<file path="config.mk">
export PLATFORM = sky130hd
export DESIGN_NAME = cos_input_ctrl
export DESIGN_NICKNAME = d
export VERILOG_FILES = /design/src/rtl/cos_pkg.sv /design/src/rtl/cos_sync.sv /design/src/rtl/cos_change_det.sv /design/src/rtl/cos_rd_mux.sv /design/src/rtl/cos_input_ctrl.sv
export SDC_FILE = /design/constraint.sdc
export NUM_CORES = 1
export LEC_CHECK = 0
export BUFFER_PORTS_ARGS = -buffer_cell sky130_fd_sc_hd__clkbuf_2
export CAP_MARGIN = 5
export CELL_PAD_IN_SITES_DETAIL_PLACEMENT = 0
export CELL_PAD_IN_SITES_GLOBAL_PLACEMENT = 1
export CORE_MARGIN = 10
export CORE_UTILIZATION = 47
export DETAILED_ROUTE_END_ITERATION = 8
export PLACE_DENSITY_LB_ADDON = 0.25
export SYNTH_ARGS = -nofsm -noshare
export SYNTH_HDL_FRONTEND = slang
export SYNTH_SLANG_ARGS = --single-unit
</file>
<file path="constraint.sdc">
create_clock -name clk -period 1.9 [get_ports clk]
set_input_delay 0.19 -clock clk [delete_from_list [all_inputs] [get_ports clk]]
set_output_delay 0.19 -clock clk [all_outputs]
set_load 0.02 [all_outputs]
</file>
<file path="src/rtl/cos_pkg.sv">
package cos_pkg;
    typedef enum logic [0:0] {
        ST_QUIET   = 1'b0,
        ST_PENDING = 1'b1
    } cos_state_e;

    localparam logic [2:0] STATUS_OFS = 3'd7;
    localparam int         IRQ_N_BIT  = 6;

    // Level bytes skip address 3: groups 0..2 sit at 0..2, groups 3..5 at 4..6.
    function automatic logic [2:0] grp_ofs(input int g);
        return (g < 3) ? 3'(g) : 3'(g + 1);
    endfunction
endpackage

</file>
<file path="src/rtl/cos_sync.sv">
module cos_sync #(
    parameter int WIDTH  = 48,
    parameter int STAGES = 2
) (
    input  logic             clk,
    input  logic             rst_n,
    input  logic [WIDTH-1:0] d_in,
    output logic [WIDTH-1:0] q_out
);
    logic [WIDTH-1:0] stg_q [STAGES];

    generate
        for (genvar s = 0; s < STAGES; s++) begin : g_stage
            always_ff @(posedge clk or negedge rst_n) begin
                if (!rst_n) begin
                    stg_q[s] <= '0;
                end else begin
                    stg_q[s] <= (s == 0) ? d_in : stg_q[(s == 0) ? 0 : s - 1];
                end
            end
        end
    endgenerate

    assign q_out = stg_q[STAGES-1];
endmodule

</file>
<file path="src/rtl/cos_change_det.sv">
module cos_change_det #(
    parameter int GROUP_W = 8,
    parameter int NUM_GRP = 6
) (
    input  logic                       clk,
    input  logic                       rst_n,
    input  logic [NUM_GRP*GROUP_W-1:0] lvl,
    output logic [NUM_GRP-1:0]         chg_grp
);
    localparam int LINES = NUM_GRP * GROUP_W;

    logic [LINES-1:0] prev_q;

    always_ff @(posedge clk or negedge rst_n) begin
        if (!rst_n) prev_q <= '0;
        else        prev_q <= lvl;
    end

    generate
        for (genvar g = 0; g < NUM_GRP; g++) begin : g_grp
            assign chg_grp[g] = |(lvl[g*GROUP_W +: GROUP_W] ^ prev_q[g*GROUP_W +: GROUP_W]);
        end
    endgenerate
endmodule

</file>
<file path="src/rtl/cos_rd_mux.sv">
module cos_rd_mux
    import cos_pkg::*;
#(
    parameter int GROUP_W = 8,
    parameter int NUM_GRP = 6
) (
    input  logic [NUM_GRP*GROUP_W-1:0] lvl,
    input  logic [NUM_GRP-1:0]         pend,
    input  logic                       irq,
    input  logic [2:0]                 addr,
    input  logic                       rd,
    output logic [7:0]                 rdata
);
    always_comb begin
        rdata = '0;
        if (rd) begin
            if (addr == STATUS_OFS) begin
                rdata[NUM_GRP-1:0] = pend;
                rdata[IRQ_N_BIT]   = ~irq;
            end else begin
                for (int g = 0; g < NUM_GRP; g++) begin
                    if (addr == grp_ofs(g)) rdata[GROUP_W-1:0] = lvl[g*GROUP_W +: GROUP_W];
                end
            end
        end
    end
endmodule

</file>
<file path="src/rtl/cos_input_ctrl.sv">
module cos_input_ctrl
    import cos_pkg::*;
#(
    parameter int GROUP_W     = 8,
    parameter int NUM_GRP     = 6,
    parameter int SYNC_STAGES = 2
) (
    input  logic                       clk,
    input  logic                       rst_n,
    input  logic [NUM_GRP*GROUP_W-1:0] line_in,
    input  logic [2:0]                 bus_addr,
    input  logic                       bus_rd,
    input  logic                       bus_wr,
    input  logic [7:0]                 bus_wdata,
    output logic [7:0]                 bus_rdata,
    output logic                       irq_o
);
    localparam int LINES = NUM_GRP * GROUP_W;

    logic [LINES-1:0]   lvl_s;
    logic [NUM_GRP-1:0] chg_grp;
    logic [NUM_GRP-1:0] en_q;
    logic [NUM_GRP-1:0] pend_q, pend_d;
    logic               status_rd, cfg_wr, hit_any;
    cos_state_e         state_q, state_d;
    logic [7-NUM_GRP:0] unused_wdata_hi;

    assign unused_wdata_hi = bus_wdata[7:NUM_GRP];

    cos_sync #(.WIDTH(LINES), .STAGES(SYNC_STAGES)) sync_i (
        .clk(clk), .rst_n(rst_n), .d_in(line_in), .q_out(lvl_s)
    );

    cos_change_det #(.GROUP_W(GROUP_W), .NUM_GRP(NUM_GRP)) det_i (
        .clk(clk), .rst_n(rst_n), .lvl(lvl_s), .chg_grp(chg_grp)
    );

    assign status_rd = bus_rd && (bus_addr == STATUS_OFS);
    assign cfg_wr    = bus_wr && (bus_addr == STATUS_OFS);
    assign hit_any   = |(chg_grp & en_q);

    // Enable mask: loaded only by a write to the status address.
    always_ff @(posedge clk or negedge rst_n) begin
        if (!rst_n)      en_q <= '0;
        else if (cfg_wr) en_q <= bus_wdata[NUM_GRP-1:0];
    end

    // Pending flags: acknowledge clears, a same-cycle enabled change survives.
    always_comb begin
        pend_d = status_rd ? '0 : pend_q;
        pend_d = pend_d | (chg_grp & en_q);
    end

    always_ff @(posedge clk or negedge rst_n) begin
        if (!rst_n) pend_q <= '0;
        else        pend_q <= pend_d;
    end

    // State register
    always_ff @(posedge clk or negedge rst_n) begin
        if (!rst_n) state_q <= ST_QUIET;
        else        state_q <= state_d;
    end

    // Next state: T_ARM, T_ACK, T_REARM
    always_comb begin
        state_d = state_q;
        unique case (state_q)
            ST_QUIET: begin
                if (hit_any) state_d = ST_PENDING;          // T_ARM
            end
            ST_PENDING: begin
                if (status_rd && !hit_any) state_d = ST_QUIET; // T_ACK
                else                       state_d = ST_PENDING; // T_REARM / hold
            end
            default: state_d = ST_QUIET;
        endcase
    end

    // Outputs
    always_comb begin
        irq_o = (state_q == ST_PENDING);
    end

    cos_rd_mux #(.GROUP_W(GROUP_W), .NUM_GRP(NUM_GRP)) mux_i (
        .lvl(lvl_s), .pend(pend_q), .irq(irq_o),
        .addr(bus_addr), .rd(bus_rd), .rdata(bus_rdata)
    );
endmodule

</file>
* After elaboration in Yosys (flattened, before gate mapping)
Index checks and enable logic that the tools add are counted.
** Cells by class
- Bitwise operators :: 9
- Muxes and demuxes :: 13
- Equality and inequality tests :: 6
- Reductions and logical operators :: 12
** Operator list (count)
- $mux 8 :: 7
- $reduce_or 8->1 :: 6
- $xor 8x8->8 :: 6
- $eq 3x3->1 const B :: 4
- $mux 7 :: 1
- $and 6x6->6 :: 1
- $mux 6 :: 1
- $or 6x6->6 :: 1
- $reduce_or 6->1 :: 1
- $eq 3x1->1 const B :: 1
- $eq 3x2->1 const B :: 1
- $logic_and 1x1->1 :: 3
- $logic_not 3->1 :: 1
- $mux 1 :: 3
- $pmux 1 s2 :: 1
- $logic_not 1->1 :: 1
- $not 1->1 :: 1
** Storage, ports and cells
- Bits of input ports :: 63
- Word-level logic and storage cells :: 46
- Register bits :: 157
- Output and inout port bits :: 9

* Depth between registers and ports, before layout
- Word-level depth :: 9
- Depth in mapped cells :: 6
- Depth with buffers taken out :: 5

* Hierarchy
Synthesis repeated with hierarchy kept, for this count alone.
** Unflattened totals
- Cell total of the unflattened synthesis :: 359
- Area, all modules :: 5472.7 µm²
** By module, submodules not included
- cos_sync :: area each 2762.6 µm², cells an instance 144, instances 1
- cos_change_det :: area each 1719.1 µm², cells an instance 114, instances 1
- cos_input_ctrl :: area each 501.7 µm², cells an instance 31, instances 1
- cos_rd_mux :: area each 489.2 µm², cells an instance 70, instances 1

* Least setup slack after synthesis
OpenSTA, ideal clock, no wires.
- Kind :: flip-flop to output port
- Start point :: register sync_i.stg_q, in the netlist sync_i.q_out[14]
- End point :: output bus_rdata[6]
- Cell stages (with the launch flop) :: 6
- Buffers on the path :: 0
- Slack :: 0.358 ns
- Arrival :: 1.352 ns
- Data required time :: 1.710 ns
- Cell sequence :: dfrtp_1 mux2_1 mux2_2 o221ai_1 o21ai_1 and2_1
** On the way
- Word-level cells in the longest chain between the ends :: 7
** Ends and longest elaborated chain
- start, declared :: RTL line cos_sync.sv:10 : logic [WIDTH-1:0] stg_q [STAGES];
- start signal, assigned by index :: RTL line cos_sync.sv:18 : stg_q[s] <= (s == 0) ? d_in : stg_q[(s == 0) ? 0 : s - 1];
- $mux 8 (5 in a row) :: RTL line cos_rd_mux.sv:22 : if (addr == grp_ofs(g)) rdata[GROUP_W-1:0] = lvl[g*GROUP_W +: GROUP_W];
- $mux 7 :: RTL line cos_rd_mux.sv:17 : if (addr == STATUS_OFS) begin
- $mux 8 :: RTL line cos_rd_mux.sv:16 : if (rd) begin
- end, declared :: RTL line cos_input_ctrl.sv:15 : output logic [7:0] bus_rdata,
Every way passes these cells.

* Final worst setup path
- Start point :: register sync_i.stg_q, in the netlist sync_i.q_out[6]
- End point :: output bus_rdata[6]
** On the way
- Word-level cells in the longest chain between the ends :: 8
** Ends and longest elaborated chain (RTL line)
- $mux 8 (6 in a row) :: cos_rd_mux.sv:22
- $mux 7 :: cos_rd_mux.sv:17
- $mux 8 :: cos_rd_mux.sv:16
Every way passes these cells.

==> summary by stage <==
Run status
The flow ran to the end, but the final reports show violations. The final reports fail on negative setup slack.

Placement
The placed instance count is 524. Summed over all nets, the half-perimeter wirelength after detailed placement is 6780 um. At the end of routability-driven placement, the weighted congestion stood at 0.809.

During placement, the flow inserted port buffers numbering a little under 70. Timing analysis after detailed placement gives a worst setup slack of 0.152 ns.

Timing
The achievable frequency is around 450 MHz. In this run the tightest slew margin relative to its limit is 0.700. The number of pins exceeding their max-slew limit in the final report is 0. The setup slack after layout is -0.319 ns. For the final routed database, the setup TNS stands at -0.324 ns. The transition at the pin with the smallest max-transition slack is around 0.45 ns. The clock period minus final worst setup slack is ~2.2 ns. The portion of the clock cycle consumed by the worst path in the final layout is 1.17. On the final layout, the worst clock skew is 0.00766 ns. The number of endpoints with negative hold slack in the final report is 0. Setup repair after global routing could not meet its margin everywhere. The final count of negative-setup-slack endpoints is 2.

Cells and area
The net count of the finished layout is 535. The proportion of layout cells with a drive suffix above 1 is 0.324. The filler cell count in the final layout is 729. The number of cells in the finished layout apart from fillers is 621. 0 antenna diodes ended up in the layout. The area growth from synthesis to layout is 38.2%.

Worst setup path
Data on the critical path is required at its endpoint by 1.71 ns. The kind of end point of the critical path is a primary output. The startpoint of the worst register-to-register path is sync_i.q_out[12]. The slowest stage of the critical path belongs to the cell sky130_fd_sc_hd__dfrtp_1.

The critical path is of the register to primary output type. The timing startpoint of the critical path is sync_i.q_out[6]. The critical path goes through mux2_4 -> mux2_2 -> o221ai_2 -> o21ai_1 -> and2_4 -> clkbuf_8. The count of buffer and inverter cells on the critical path is 1. The kind of cell with the highest combined delay on the critical path is multiplexers. The highest fanout seen on the critical path is 4. Data on the critical path arrives at its endpoint at between 2 and 2.5 ns. The maximum cell stage delay along the critical path is 0.41 ns. The worst setup path is launched from a register.

Power
IR analysis of the VDD net gives a maximum drop of slightly above 0.9 mV. The power density of the placed cells is 1060 nW/um2. The static power due to leakage is 3.12 nW.

Yosys
After synthesis, the most frequently instantiated cells are sky130_fd_sc_hd__dfrtp_1, sky130_fd_sc_hd__xnor2_1, sky130_fd_sc_hd__nand2_1. The share of Yosys cell area claimed by the top area cell type is 0.773. Synthesis instantiated 24 different standard cells from the library.

The number of flops mapped to enable cells by yosys is 0. The fraction of registers with async set or reset after synthesis is 1.00. The library cell with the highest instance count after synthesis is sky130_fd_sc_hd__dfrtp_1. Synthesis inferred 157 register bits. Yosys printed 0 warnings. The average instance in the mapped netlist occupies 16.1 um2. In the synthesized netlist the dominant register cell turns out to be sky130_fd_sc_hd__dfrtp_1.

Synthesis produced a netlist whose cell count is 315. When the netlist entered floorplanning its net count stood at 378. The library cell occupying the most area in the post-synthesis netlist is sky130_fd_sc_hd__dfrtp_1.

The combined area of all synthesized cells is 5080 um2. The sequential element share of the synthesized area is 0.773. By area the synthesized netlist is led by sky130_fd_sc_hd__dfrtp_1, sky130_fd_sc_hd__xnor2_1, sky130_fd_sc_hd__mux2_2.

CTS
The clock passes through at most 2 buffers. The clock latency on the worst-skew pair is 0.52 ns. Clock-pin slew was measured on the worst setup and hold paths at 0.06 ns. TritonCTS built the clock tree.

The CTS H-tree depth is 4. The cell at the root of the clock tree is sky130_fd_sc_hd__clkbuf_8. The tree built by TritonCTS fans out to 157 sinks. The number of buffers added by the clock tree synthesis step is 17.

Min path
The class of the most critical hold timing path is input port to async pin.

Drt
The number of remaining DRC errors is 0. In this run the remaining antenna-violating nets after routing total 0. The detail-routed via count per cell is 4.78. For this block, the initial DRC count from the detailed router was about 170.

The number of optimization iterations in the first detailed-route pass is 4. The routed wire length is approximately 10000 um. The average wire per cell in the routed design is 16.5 um. For this block, the via count after detailed routing is 2971.

GRT
The total grt overflow is 0. The number of global-route vias before repair is 3254. For this run, the total global-route usage over all layers was measured as 0.146. Entering global routing, the biggest net connects 56 pins. The first global-routing pass estimated ~17000 um of wire. The number of antenna violations at the first check in global routing came to 0.

Floorplanning
The starting density of the core is 0.488. The floorplan step defined a core boundary enclosing about 10000 um2. The floorplan has 37 rows. The area of the die is roughly 15000 um2. In this run the count of I/O pins placed on the die edge is 72. The width of the die is 124 um. The overall die height is 124 um.

Flow run
Max-cap violations in this run came to 0.
kinds of logic (layout without fill, tap and decap cells):
kind of cell,Yosys count,in the layout,synth area share
compound gates,37,37,0.0470
xor+xnor,48,48,0.0827
buf+inv,7,177,0.00665
flops,157,157,0.773
mux,22,22,0.0468
simple gates,44,44,0.0436
through the flow:
stage          utilization  total power, mW  cell area (um2)  hold WS, ns
4_1_cts              0.666             7.53             6940        0.170
2_1_floorplan            -             3.93             5080       -0.106
6_report             0.674             7.47             7020        0.177
5_1_grt              0.674             7.78             7020        0.170
3_5_place_dp         0.545             4.18             5680        0.155
3_3_place_gp         0.545             4.17             5680        0.150
cell type report:
type | instances | area, um2 | area share
Clock buffer | 21 | 469 | 0.0668
Clock inverter | 11 | 108 | 0.0153
Multi-Input combinational cell | 151 | 1240 | 0.176
Sequential cell | 157 | 3930 | 0.560
Tap cell | 136 | 170 | 0.0242
Timing Repair Buffer | 145 | 1110 | 0.158
registers in the layout (all words and copies together) (netlist names):
register,cells
det_i.prev_q,48
sync_i.q_out,48
sync_i.stg_q,48
en_q,6
pend_q,6
irq_o,1
report_power, final:
group	leakage (nW)	total [mW]	switching (mW)	internal [mW]
logic	1.02	0.620	0.286	0.334
clock network	0.281	3.20	1.31	1.89
registers	1.81	3.65	0.113	3.54
total	3.12	7.47	1.71	5.76
layout by cell type, fill, tap and decap left out:
master                          Yosys  final
sky130_fd_sc_hd__nand2_1           16     16
sky130_fd_sc_hd__nand3_1            1      1
sky130_fd_sc_hd__mux2_4             0      3
sky130_fd_sc_hd__clkbuf_8           0      6
sky130_fd_sc_hd__o221ai_2           0      1
sky130_fd_sc_hd__dfrtp_1          157    157
sky130_fd_sc_hd__o32a_1             1      1
sky130_fd_sc_hd__buf_4              1     25
sky130_fd_sc_hd__mux2i_2            0      2
sky130_fd_sc_hd__o211a_1            1      1
sky130_fd_sc_hd__buf_12             0      2
sky130_fd_sc_hd__nor2b_1            3      3
sky130_fd_sc_hd__and2_4             0      1
sky130_fd_sc_hd__o21ai_1            1      1
sky130_fd_sc_hd__and4_1             1      1
sky130_fd_sc_hd__o22ai_2            0      5
sky130_fd_sc_hd__clkbuf_16          0     16
sky130_fd_sc_hd__inv_6              0      2
sky130_fd_sc_hd__a211oi_2           0     12
sky130_fd_sc_hd__dlygate4sd3_1      0     55
sky130_fd_sc_hd__nand2b_1           1      1
sky130_fd_sc_hd__mux2_2            13     11
sky130_fd_sc_hd__clkbuf_2           0     61
sky130_fd_sc_hd__clkinv_2           0      2
sky130_fd_sc_hd__o22ai_1            6      1
sky130_fd_sc_hd__clkinv_4           0      4
sky130_fd_sc_hd__bufinv_16          0      1
sky130_fd_sc_hd__o21ai_0           14     14
sky130_fd_sc_hd__clkinvlp_4         0      2
sky130_fd_sc_hd__nor2_1             6      6
sky130_fd_sc_hd__buf_6              0      1
sky130_fd_sc_hd__o211ai_1           1      1
sky130_fd_sc_hd__mux2i_1            8      6
sky130_fd_sc_hd__nand4_1           15     15
sky130_fd_sc_hd__xnor2_1           48     48
what timing repair did:
action	4_1_cts	5_1_grt
buffers inserted	2	8
pin swaps	8	5
endpoints found under the setup margin	8	8
endpoints found under the hold margin	106	0
hold buffers	55	0
resized for setup	27	11
per-layer routing:
metal,track usage,routed length [um]
met4,0.0453,141
met5,0,0
met2,0.227,5110
met3,0.0552,445
met1,0.186,4540
worst paths after layout:
path,endpoint,slack [ns],cells past startpoint
max,bus_rdata[6],-0.32,6
min,sync_i.stg_q[92],0.18,2
max reg2reg,irq_o,0.14,7
min reg2reg,sync_i.q_out[3],0.34,0
max in group asynchronous,det_i.prev_q[6],1.11,3
min in group clk,en_q[2],0.19,4
(Power assumes the default switching activity.)
